`src/rtl/irq_router_pkg.sv`:
```
package irq_router_pkg;
  localparam int WORD_W   = 32;
  localparam int IDX_W    = 8;
  localparam int VEC_W    = 8;
  localparam int DLV_W    = 3;
  localparam int DST_W    = 4;

  // low-word field positions
  localparam int VEC_LSB  = 0;
  localparam int DLV_LSB  = 8;
  localparam int DMODE_B  = 11;
  localparam int POL_B    = 13;
  localparam int TRIG_B   = 15;
  localparam int MASK_B   = 16;
  // high-word field position (entry bits 59:56)
  localparam int DST_LSB  = 24;

  localparam logic [IDX_W-1:0]  TBL_BASE = 8'h10;
  localparam logic [WORD_W-1:0] LO_RESET = 32'h1 << MASK_B;

  typedef struct packed {
    logic [VEC_W-1:0] vector;
    logic [DLV_W-1:0] dlv;
    logic             dmode;
    logic [DST_W-1:0] dst;
  } msg_t;
endpackage

```
`src/rtl/irq_router_regs.sv`:
```
module irq_router_regs
  import irq_router_pkg::*;
#(
  parameter int NUM_PINS = 24,
  parameter int ADDR_W   = 5,
  localparam int PIN_W   = $clog2(NUM_PINS)
) (
  input  logic                    clk,
  input  logic                    rst,
  input  logic                    bus_wr,
  input  logic                    bus_rd,
  input  logic [ADDR_W-1:0]       bus_addr,
  input  logic [WORD_W-1:0]       bus_wdata,
  output logic [WORD_W-1:0]       bus_rdata,
  output msg_t [NUM_PINS-1:0]     route,
  output logic [NUM_PINS-1:0]     trig_lvl,
  output logic [NUM_PINS-1:0]     pol_low,
  output logic [NUM_PINS-1:0]     mask
);
  localparam logic [ADDR_W-1:0] OFS_INDEX = '0;
  localparam logic [ADDR_W-1:0] OFS_DATA  = ADDR_W'(16);
  localparam logic [IDX_W:0]    TBL_END   = (IDX_W+1)'(int'(TBL_BASE) + 2*NUM_PINS);

  logic [WORD_W-1:0] lo_mem [NUM_PINS];
  logic [WORD_W-1:0] hi_mem [NUM_PINS];
  logic [IDX_W-1:0]  idx_q;
  logic [IDX_W-1:0]  off;
  logic [PIN_W-1:0]  ent;
  logic              hit;

  always_comb begin
    off = idx_q - TBL_BASE;
    ent = PIN_W'(off >> 1);
    hit = (idx_q >= TBL_BASE) && ({1'b0, idx_q} < TBL_END);
  end

  always_ff @(posedge clk) begin
    if (rst) begin
      idx_q <= '0;
      for (int i = 0; i < NUM_PINS; i++) begin
        lo_mem[i] <= LO_RESET;
        hi_mem[i] <= '0;
      end
    end else if (bus_wr) begin
      if (bus_addr == OFS_INDEX) begin
        idx_q <= bus_wdata[IDX_W-1:0];
      end else if (bus_addr == OFS_DATA && hit) begin
        if (idx_q[0]) hi_mem[ent] <= bus_wdata;
        else          lo_mem[ent] <= bus_wdata;
      end
    end
  end

  always_ff @(posedge clk) begin
    if (rst) begin
      bus_rdata <= '0;
    end else if (bus_rd) begin
      if (bus_addr == OFS_INDEX)             bus_rdata <= WORD_W'(idx_q);
      else if (bus_addr == OFS_DATA && hit)  bus_rdata <= idx_q[0] ? hi_mem[ent] : lo_mem[ent];
      else                                   bus_rdata <= '0;
    end
  end

  for (genvar g = 0; g < NUM_PINS; g++) begin : g_fields
    assign route[g].vector = lo_mem[g][VEC_LSB +: VEC_W];
    assign route[g].dlv    = lo_mem[g][DLV_LSB +: DLV_W];
    assign route[g].dmode  = lo_mem[g][DMODE_B];
    assign route[g].dst    = hi_mem[g][DST_LSB +: DST_W];
    assign trig_lvl[g]     = lo_mem[g][TRIG_B];
    assign pol_low[g]      = lo_mem[g][POL_B];
    assign mask[g]         = lo_mem[g][MASK_B];
  end
endmodule

```
`src/rtl/irq_router_pins.sv`:
```
module irq_router_pins #(
  parameter int NUM_PINS = 24
) (
  input  logic                clk,
  input  logic                rst,
  input  logic [NUM_PINS-1:0] irq_in,
  input  logic [NUM_PINS-1:0] trig_lvl,
  input  logic [NUM_PINS-1:0] pol_low,
  input  logic [NUM_PINS-1:0] mask,
  input  logic [NUM_PINS-1:0] clr,
  output logic [NUM_PINS-1:0] eligible
);
  logic [NUM_PINS-1:0] active, prev_q, pend_q, rise;

  always_comb begin
    active   = irq_in ^ pol_low;
    rise     = active & ~prev_q;
    eligible = ~mask & ((trig_lvl & active) | (~trig_lvl & pend_q));
  end

  always_ff @(posedge clk) begin
    if (rst) begin
      prev_q <= '0;
      pend_q <= '0;
    end else begin
      prev_q <= active;
      pend_q <= (pend_q & ~clr) | (rise & ~mask & ~trig_lvl);
    end
  end
endmodule

```
`src/rtl/irq_router_arb.sv`:
```
module irq_router_arb
  import irq_router_pkg::*;
#(
  parameter int NUM_PINS = 24,
  localparam int PIN_W   = $clog2(NUM_PINS)
) (
  input  logic                clk,
  input  logic                rst,
  input  logic [NUM_PINS-1:0] eligible,
  input  msg_t [NUM_PINS-1:0] route,
  input  logic                msg_ready,
  output logic                msg_valid,
  output msg_t                msg,
  output logic [PIN_W-1:0]    sel_pin,
  output logic [NUM_PINS-1:0] clr
);
  logic [PIN_W-1:0] pick;
  logic             any;

  always_comb begin
    pick = '0;
    any  = |eligible;
    for (int i = NUM_PINS-1; i >= 0; i--) begin
      if (eligible[i]) pick = PIN_W'(i);
    end
    clr = '0;
    if (msg_valid && msg_ready) clr[sel_pin] = 1'b1;
  end

  always_ff @(posedge clk) begin
    if (rst) begin
      msg_valid <= 1'b0;
      msg       <= '0;
      sel_pin   <= '0;
    end else if (msg_valid) begin
      if (msg_ready) msg_valid <= 1'b0;
    end else if (any) begin
      msg_valid <= 1'b1;
      msg       <= route[pick];
      sel_pin   <= pick;
    end
  end
endmodule

```
`src/rtl/irq_router.sv`:
```
module irq_router
  import irq_router_pkg::*;
#(
  parameter int NUM_PINS = 24,
  parameter int ADDR_W   = 5,
  localparam int PIN_W   = $clog2(NUM_PINS)
) (
  input  logic                clk,
  input  logic                rst,
  input  logic                bus_wr,
  input  logic                bus_rd,
  input  logic [ADDR_W-1:0]   bus_addr,
  input  logic [31:0]         bus_wdata,
  output logic [31:0]         bus_rdata,
  input  logic [NUM_PINS-1:0] irq_in,
  output logic                msg_valid,
  input  logic                msg_ready,
  output logic [7:0]          msg_vector,
  output logic [2:0]          msg_dlv_mode,
  output logic                msg_dst_mode,
  output logic [3:0]          msg_dst_id
);
  msg_t [NUM_PINS-1:0] route;
  logic [NUM_PINS-1:0] trig_lvl, pol_low, mask, eligible, clr;
  logic [PIN_W-1:0]    sel_pin;
  msg_t                msg;

  irq_router_regs #(.NUM_PINS(NUM_PINS), .ADDR_W(ADDR_W)) u_regs (
    .clk(clk), .rst(rst), .bus_wr(bus_wr), .bus_rd(bus_rd), .bus_addr(bus_addr),
    .bus_wdata(bus_wdata), .bus_rdata(bus_rdata), .route(route),
    .trig_lvl(trig_lvl), .pol_low(pol_low), .mask(mask)
  );

  irq_router_pins #(.NUM_PINS(NUM_PINS)) u_pins (
    .clk(clk), .rst(rst), .irq_in(irq_in), .trig_lvl(trig_lvl), .pol_low(pol_low),
    .mask(mask), .clr(clr), .eligible(eligible)
  );

  irq_router_arb #(.NUM_PINS(NUM_PINS)) u_arb (
    .clk(clk), .rst(rst), .eligible(eligible), .route(route), .msg_ready(msg_ready),
    .msg_valid(msg_valid), .msg(msg), .sel_pin(sel_pin), .clr(clr)
  );

  assign msg_vector   = msg.vector;
  assign msg_dlv_mode = msg.dlv;
  assign msg_dst_mode = msg.dmode;
  assign msg_dst_id   = msg.dst;
endmodule

```
`config.mk`:
```
export PLATFORM = sky130hd
export DESIGN_NAME = irq_router
export DESIGN_NICKNAME = d
export VERILOG_FILES = /design/src/rtl/irq_router_pkg.sv /design/src/rtl/irq_router_regs.sv /design/src/rtl/irq_router_pins.sv /design/src/rtl/irq_router_arb.sv /design/src/rtl/irq_router.sv
export SDC_FILE = /design/constraint.sdc
export NUM_CORES = 2
export LEC_CHECK = 0
export BUFFER_PORTS_ARGS = -buffer_cell sky130_fd_sc_hd__buf_2
export CAP_MARGIN = 5
export CELL_PAD_IN_SITES_DETAIL_PLACEMENT = 0
export CELL_PAD_IN_SITES_GLOBAL_PLACEMENT = 1
export CORE_ASPECT_RATIO = 0.75
export CORE_MARGIN = 5
export CORE_UTILIZATION = 35
export CTS_CLUSTER_SIZE = 25
export DETAILED_ROUTE_END_ITERATION = 7
export MAX_ROUTING_LAYER = met4
export PLACE_DENSITY = 0.51
export SYNTH_ARGS = -nofsm -noshare
export SYNTH_HDL_FRONTEND = slang
export SYNTH_SLANG_ARGS = --single-unit
export TNS_END_PERCENT = 10
```
`constraint.sdc`:
```
create_clock -name clk -period 4.3 [get_ports clk]
set_input_delay 0.645 -clock clk [delete_from_list [all_inputs] [get_ports clk]]
set_output_delay 0.645 -clock clk [all_outputs]
set_load 0.005 [all_outputs]
```
=== After elaboration in Yosys (flattened, before gate mapping) ===
Memory sizes are Yosys's and may differ from the RTL's.
Index checks and enable logic that the tools add are counted.

* Add/sub/neg operators: 1
* Order comparisons: 5
* Equality and inequality tests: 1
* Muxes and demuxes: 55
* Bitwise gates (word level): 15
* Reduce and logical (&&, ||, !) cells: 10

{| class="wikitable"
|+ Operator list
! operator !! number
|-
| $and A24 B24 Y24 || 7
|-
| $mux W32 || 5
|-
| $mux W5 || 26
|-
| $not A24 Y24 || 4
|-
| $bmux W16 S5 || 1
|-
| $reduce_or A32 Y1 || 2
|-
| $or A24 B24 Y24 || 2
|-
| $mux W24 || 1
|-
| $reduce_or A24 Y1 || 1
|-
| $xor A24 B24 Y24 || 1
|-
| $mux W1 || 20
|-
| $mux W16 || 1
|-
| $lt A5 B6 Y1 const B || 2
|-
| $ge A8 B5 Y1 const B || 1
|-
| $lt A8 B7 Y1 const B || 1
|-
| $sub A6 B5 Y6 const B || 1
|-
| $demux W1 S5 || 1
|-
| $eq A5 B5 Y1 const B || 1
|-
| $ge A5 B1 Y1 const B || 1
|-
| $logic_not A5 Y1 || 1
|-
| $logic_and A1 B1 Y1 || 4
|-
| $reduce_and A2 Y1 || 2
|-
| $not A1 Y1 || 1
|}

* Flip-flop bits (word level): 110
* Memory bits (writable): 1536
* Input bits: 66
* Output and inout port bits: 49
* Memories: 2

{| class="wikitable"
|+ Memories
! name !! words !! width !! read ports !! clocked after Yosys merged registers in !! wr ports !! line !! text
|-
| u_regs.hi_mem || 24 || 32 || 25 || 0 || 24 || irq_router_regs.sv:25 || <nowiki>logic [WORD_W-1:0] hi_mem [NUM_PINS];</nowiki>
|-
| u_regs.lo_mem || 24 || 32 || 25 || 0 || 24 || irq_router_regs.sv:24 || <nowiki>logic [WORD_W-1:0] lo_mem [NUM_PINS];</nowiki>
|}

=== Longest topological paths before layout ===
* Word-level depth: 30
* Depth in mapped cells: 15
* Depth with buffers taken out: 10

=== Hierarchy ===
Synthesis repeated with hierarchy kept, for this count alone.

* Cell total of the unflattened synthesis: 6882
* Area, all modules: 101532.4 um^2

{| class="wikitable"
|+ By module, submodules not included
! module !! times used !! cells each !! area an instance (um^2) !! seq. area each (um^2)
|-
| irq_router_regs || 1 || 5868 || 93981.4 || 62299.8
|-
| irq_router_arb || 1 || 791 || 5500.3 || 440.4
|-
| irq_router_pins || 1 || 223 || 2050.7 || 960.9
|}

=== Least setup slack after synthesis ===
OpenSTA, ideal clock, no wires.

* Path type: reg2reg
* Start: register u_regs.idx_q[4]
* End: memory u_regs.hi_mem[27][0] (enable)
* Library setup time: 0.421 ns
* Data arrival time: 3.300 ns
* Data required time: 3.879 ns
* Path slack: 0.578 ns
* Stages on the path, launching flop included: 10
* Path buffers: 2
* Period minus slack after synthesis: 3.722 ns
* Path through: dfxtp_1 > inv_2 > buf_1 > ha_1 > nand2_1 > and4_1 > and2_1 > clkbuf_1 > nand4_1 > nor2_1

{| class="wikitable"
|+ RTL lines
! item !! line !! text
|-
| start: declaration || irq_router_regs.sv:26 || <nowiki>logic [IDX_W-1:0] idx_q;</nowiki>
|-
| start signal: assignment || irq_router_regs.sv:46 || <nowiki>idx_q <= bus_wdata[IDX_W-1:0];</nowiki>
|-
| end: declaration || irq_router_regs.sv:25 ||
|}

==> metrics.md <==
| Metric | Value |
|---|---|
| Largest net degree at the start of global routing | `70` |
| Worst-path clk slew | `70 ps` |
| Synth area leaders | `edfxtp_1 63%, mux4_2 16%, and2_1 9.9%` |
| Post-synth ARST share | `0%` |
| Max_cap viols | `0` |
| Avg Cell Area, Syn | `16.4 µm²` |
| Cells after Synth | `5890` |
| Post-synthesis register bit count | `2158` |
| Width of the die | `618 µm` |
| Unrepaired setup endpoints after global routing | `no` |
| Clock Tree Buf Depth | `4` |
| Hold Vio Cnt, Final | `0` |
| Clk sinks | `2158` |
| Fin crit period | `3920 ps` |
| Total power divided by cell area | `409 mW/mm²` |
| Initial antenna violation count | `41` |
| Die height | `466 µm` |
| Clock skew | `around 56 ps` |
| WP data required | `between 4000 and 5000 ps` |
| # nets final | `6103` |
| Top cells by count, synth | `2048 x edfxtp_1, 1526 x and2_1, 684 x mux4_2, 453 x clkbuf_1, 180 x nor2_1` |
| Post-CTS sizing | `0` |
| PortBufs | `114` |
| Share of cells above drive strength 1 | `25.9%` |
| Worst Max-Slew Pin Slew | `1210 ps` |
| Period utilization | `approximately nine tenths` |
| Number of global-route vias before repair | `around 54000` |
| Crit Path Category | `flop to flop` |
| Critical path arrival | `4600 ps` |
| Die ar. | `0.288 mm²` |
| Clk_lat worst skew | `910 ps` |
| Post-synth EDFFs | `2048` |
| Largest fanout on the critical path | `16` |
| Yosys top cell by area | `edfxtp_1` |
| Drt total wl | `333000 µm` |
| Max incr delay on CP | `530 ps` |
| Sequential fraction of the synthesis area | `65.8%` |
| Max VDD drop | `0.342 mV` |
| Worst path bufs/invs | `4` |
| Delay-heaviest family, CP | `compound AO/OA/AOI/OAI gates` |
| Max_slew headroom | `19.2%` |
| Per-cell routed wire length | `33.8 µm` |
| Synth Net Count | `around 6000` |
| Via count | `54600` |
| DRC viols | `0` |
| Setup Fix Bufs, Post-CTS | `0` |
| Core Util, Final | `40.3%` |
| Via density | `5.53` |
| Initial DRC count | `6410` |
| Fill cell count | `24900` |
| Clk root buf | `clkbuf_16` |
| GRT Resource Usage Total | `between 20% and 30%` |
| 1st-pass router iterations | `5` |
| GP Congestion | `0.854` |
| Post-synth cell types | `67` |
| Ys Warns | `0` |
| Final setup fails | `0` |
| Std cell rows | `between 150 and 200` |
| Most common cell in the netlist | `edfxtp_1` |
| Core area | `between 0.2 and 0.3 mm²` |
| Initial Util | `a little over a third` |
| Leak | `37.8 nW` |
| Setup crit start kind | `flop` |
| Most frequent CP cell | `buf_4` |
| CTS tree | `yes` |
| Class of the worst hold path | `input pin to flop` |
| Fin. max-slew vios | `0` |
| CTS Hold Bufs | `0` |
| H-tree levels | `4` |
| I/O pin count | `115` |
| GR Overflow Total | `0` |
| Top cell type's share of synthesized area | `63.5%` |
| Area grow syn2layout | `14.8%` |
| Run status | `complete, no violations` |
| Worst setup EP type | `flop` |
| HPWL Detailed | `210000 µm` |
| Crit path max-delay cell type | `or4_1` |
| Post-route ant nets | `0` |
| First-pass GRT wire length | `462000 µm` |
| F_max | `0.255 GHz` |
| Worst-path cell chain | `xnor2_1 > a211oi_2 > or2_1 > or4_1 > a31oi_2 > buf_4 > buf_4 > nand2b_2 > buf_4 > buf_4 > a21oi_1 > a22oi_1 > a22oi_1 > a311oi_1` |
| CTS Buf Count | `232` |
| Syn Std Cell Area | `approximately 0.097 mm²` |
| Top_reg_cell synth | `edfxtp_1` |
| Setup TNS Final | `0 ps` |
## state kept, by name, indices dropped and copies added, names as in the netlist
register and flops:
u_pins.pend_q 24, u_regs.hi_mem 1024, u_arb.msg_valid 1, u_arb.sel_pin 5, u_arb.msg 16, u_regs.idx_q 8, u_regs.bus_rdata 32, u_pins.prev_q 24
u_regs.lo_mem 1024
## layout by cell type (no fill, tap or decap), drive strengths merged, types with 54 or more instances in the layout
cell	netlist	layout
mux2i	67	67
nor2	182	182
edfxtp	2048	2048
buf	97	457
dfxtp	110	110
nand2	125	125
clkinv	0	92
clkbuf	453	289
mux4	693	693
or2	54	54
a21oi	118	118
and2	1527	1527
a211oi	56	56
## worst paths after layout
check / start / end / slack [ps] / cells after the start
max reg2reg: u_regs.lo_mem[16][13] / u_arb.msg[7] / 380 / 14
min: irq_in[22] / u_pins.prev_q[22] / 80 / 3
max: u_regs.lo_mem[16][13] / u_arb.msg[7] / 380 / 14
min reg2reg: u_pins.pend_q[7] / u_pins.pend_q[7] / 480 / 2
## final cells by class
type | instances | area [µm²] | share of cell area [%]
flip-flops and latches | 2158 | 63700 | 57.3
multi-input cells | 3177 | 31500 | 28.3
clock buffers | 289 | 6100 | 5.49
well taps | 3633 | 4550 | 4.09
repair buffers | 457 | 4040 | 3.64
clock inverters | 125 | 1260 | 1.13
diodes | 19 | 47.5 | 0.0428
inverters | 5 | 20.0 | 0.0180
## worst register-to-register path: stages, from the launching register on
cell and delay [ps]:
edfxtp_1 410, xnor2_1 360, a211oi_2 180, or2_1 280, or4_1 530, a31oi_2 280, buf_4 220, buf_4 200
nand2b_2 100, buf_4 230, buf_4 210, a21oi_1 140, a22oi_1 80, a22oi_1 360, a311oi_1 160
## where the power goes
group	internal, mW	leakage (nW)	switching [mW]	total [mW]
clock network	11.5	3.59	8.59	20.1
logic	0.526	12.9	1.23	1.75
registers	23.4	21.3	0.216	23.7
total	35.5	37.8	10.0	45.5
## per-layer routing
metal	track usage, %	vias to the layer above	share of wire (%)
met3	3.37	394	6.4
met2	34.0	2113	44
met4	4.99	0	2.3
met1	35.6	29300	47
li1	-	22700	-
met5	-	-	0
## kinds of logic after synthesis
family,Yosys count,synth area share (%)
XOR/XNOR,24,0.217
AND/OR/NAND/NOR,2051,12.5
adder cells (fa/ha/maj),6,0.0775
multiplexers,761,16.8
buffers and inverters,555,2.31
flip-flops,2158,65.8
AO/OA/AOI/OAI,335,2.33
## stage by stage
stage | instance area [µm²] | worst slack [ps] | hold slack, ps | cells | total power, mW
6_report | 111000 | 385 | 78.6 | 9863 | 45.5
4_1_cts | 111000 | 401 | 4.55 | 9844 | 46.0
2_1_floorplan | 96900 | 578 | 450 | 5890 | 24.8
3_3_place_gp | 104000 | 138 | 464 | 9430 | 25.9
3_5_place_dp | 104000 | 111 | 468 | 9430 | 25.9
5_1_grt | 111000 | 231 | 52.4 | 9850 | 47.0
No activity file was read; power rests on OpenSTA's default activity.
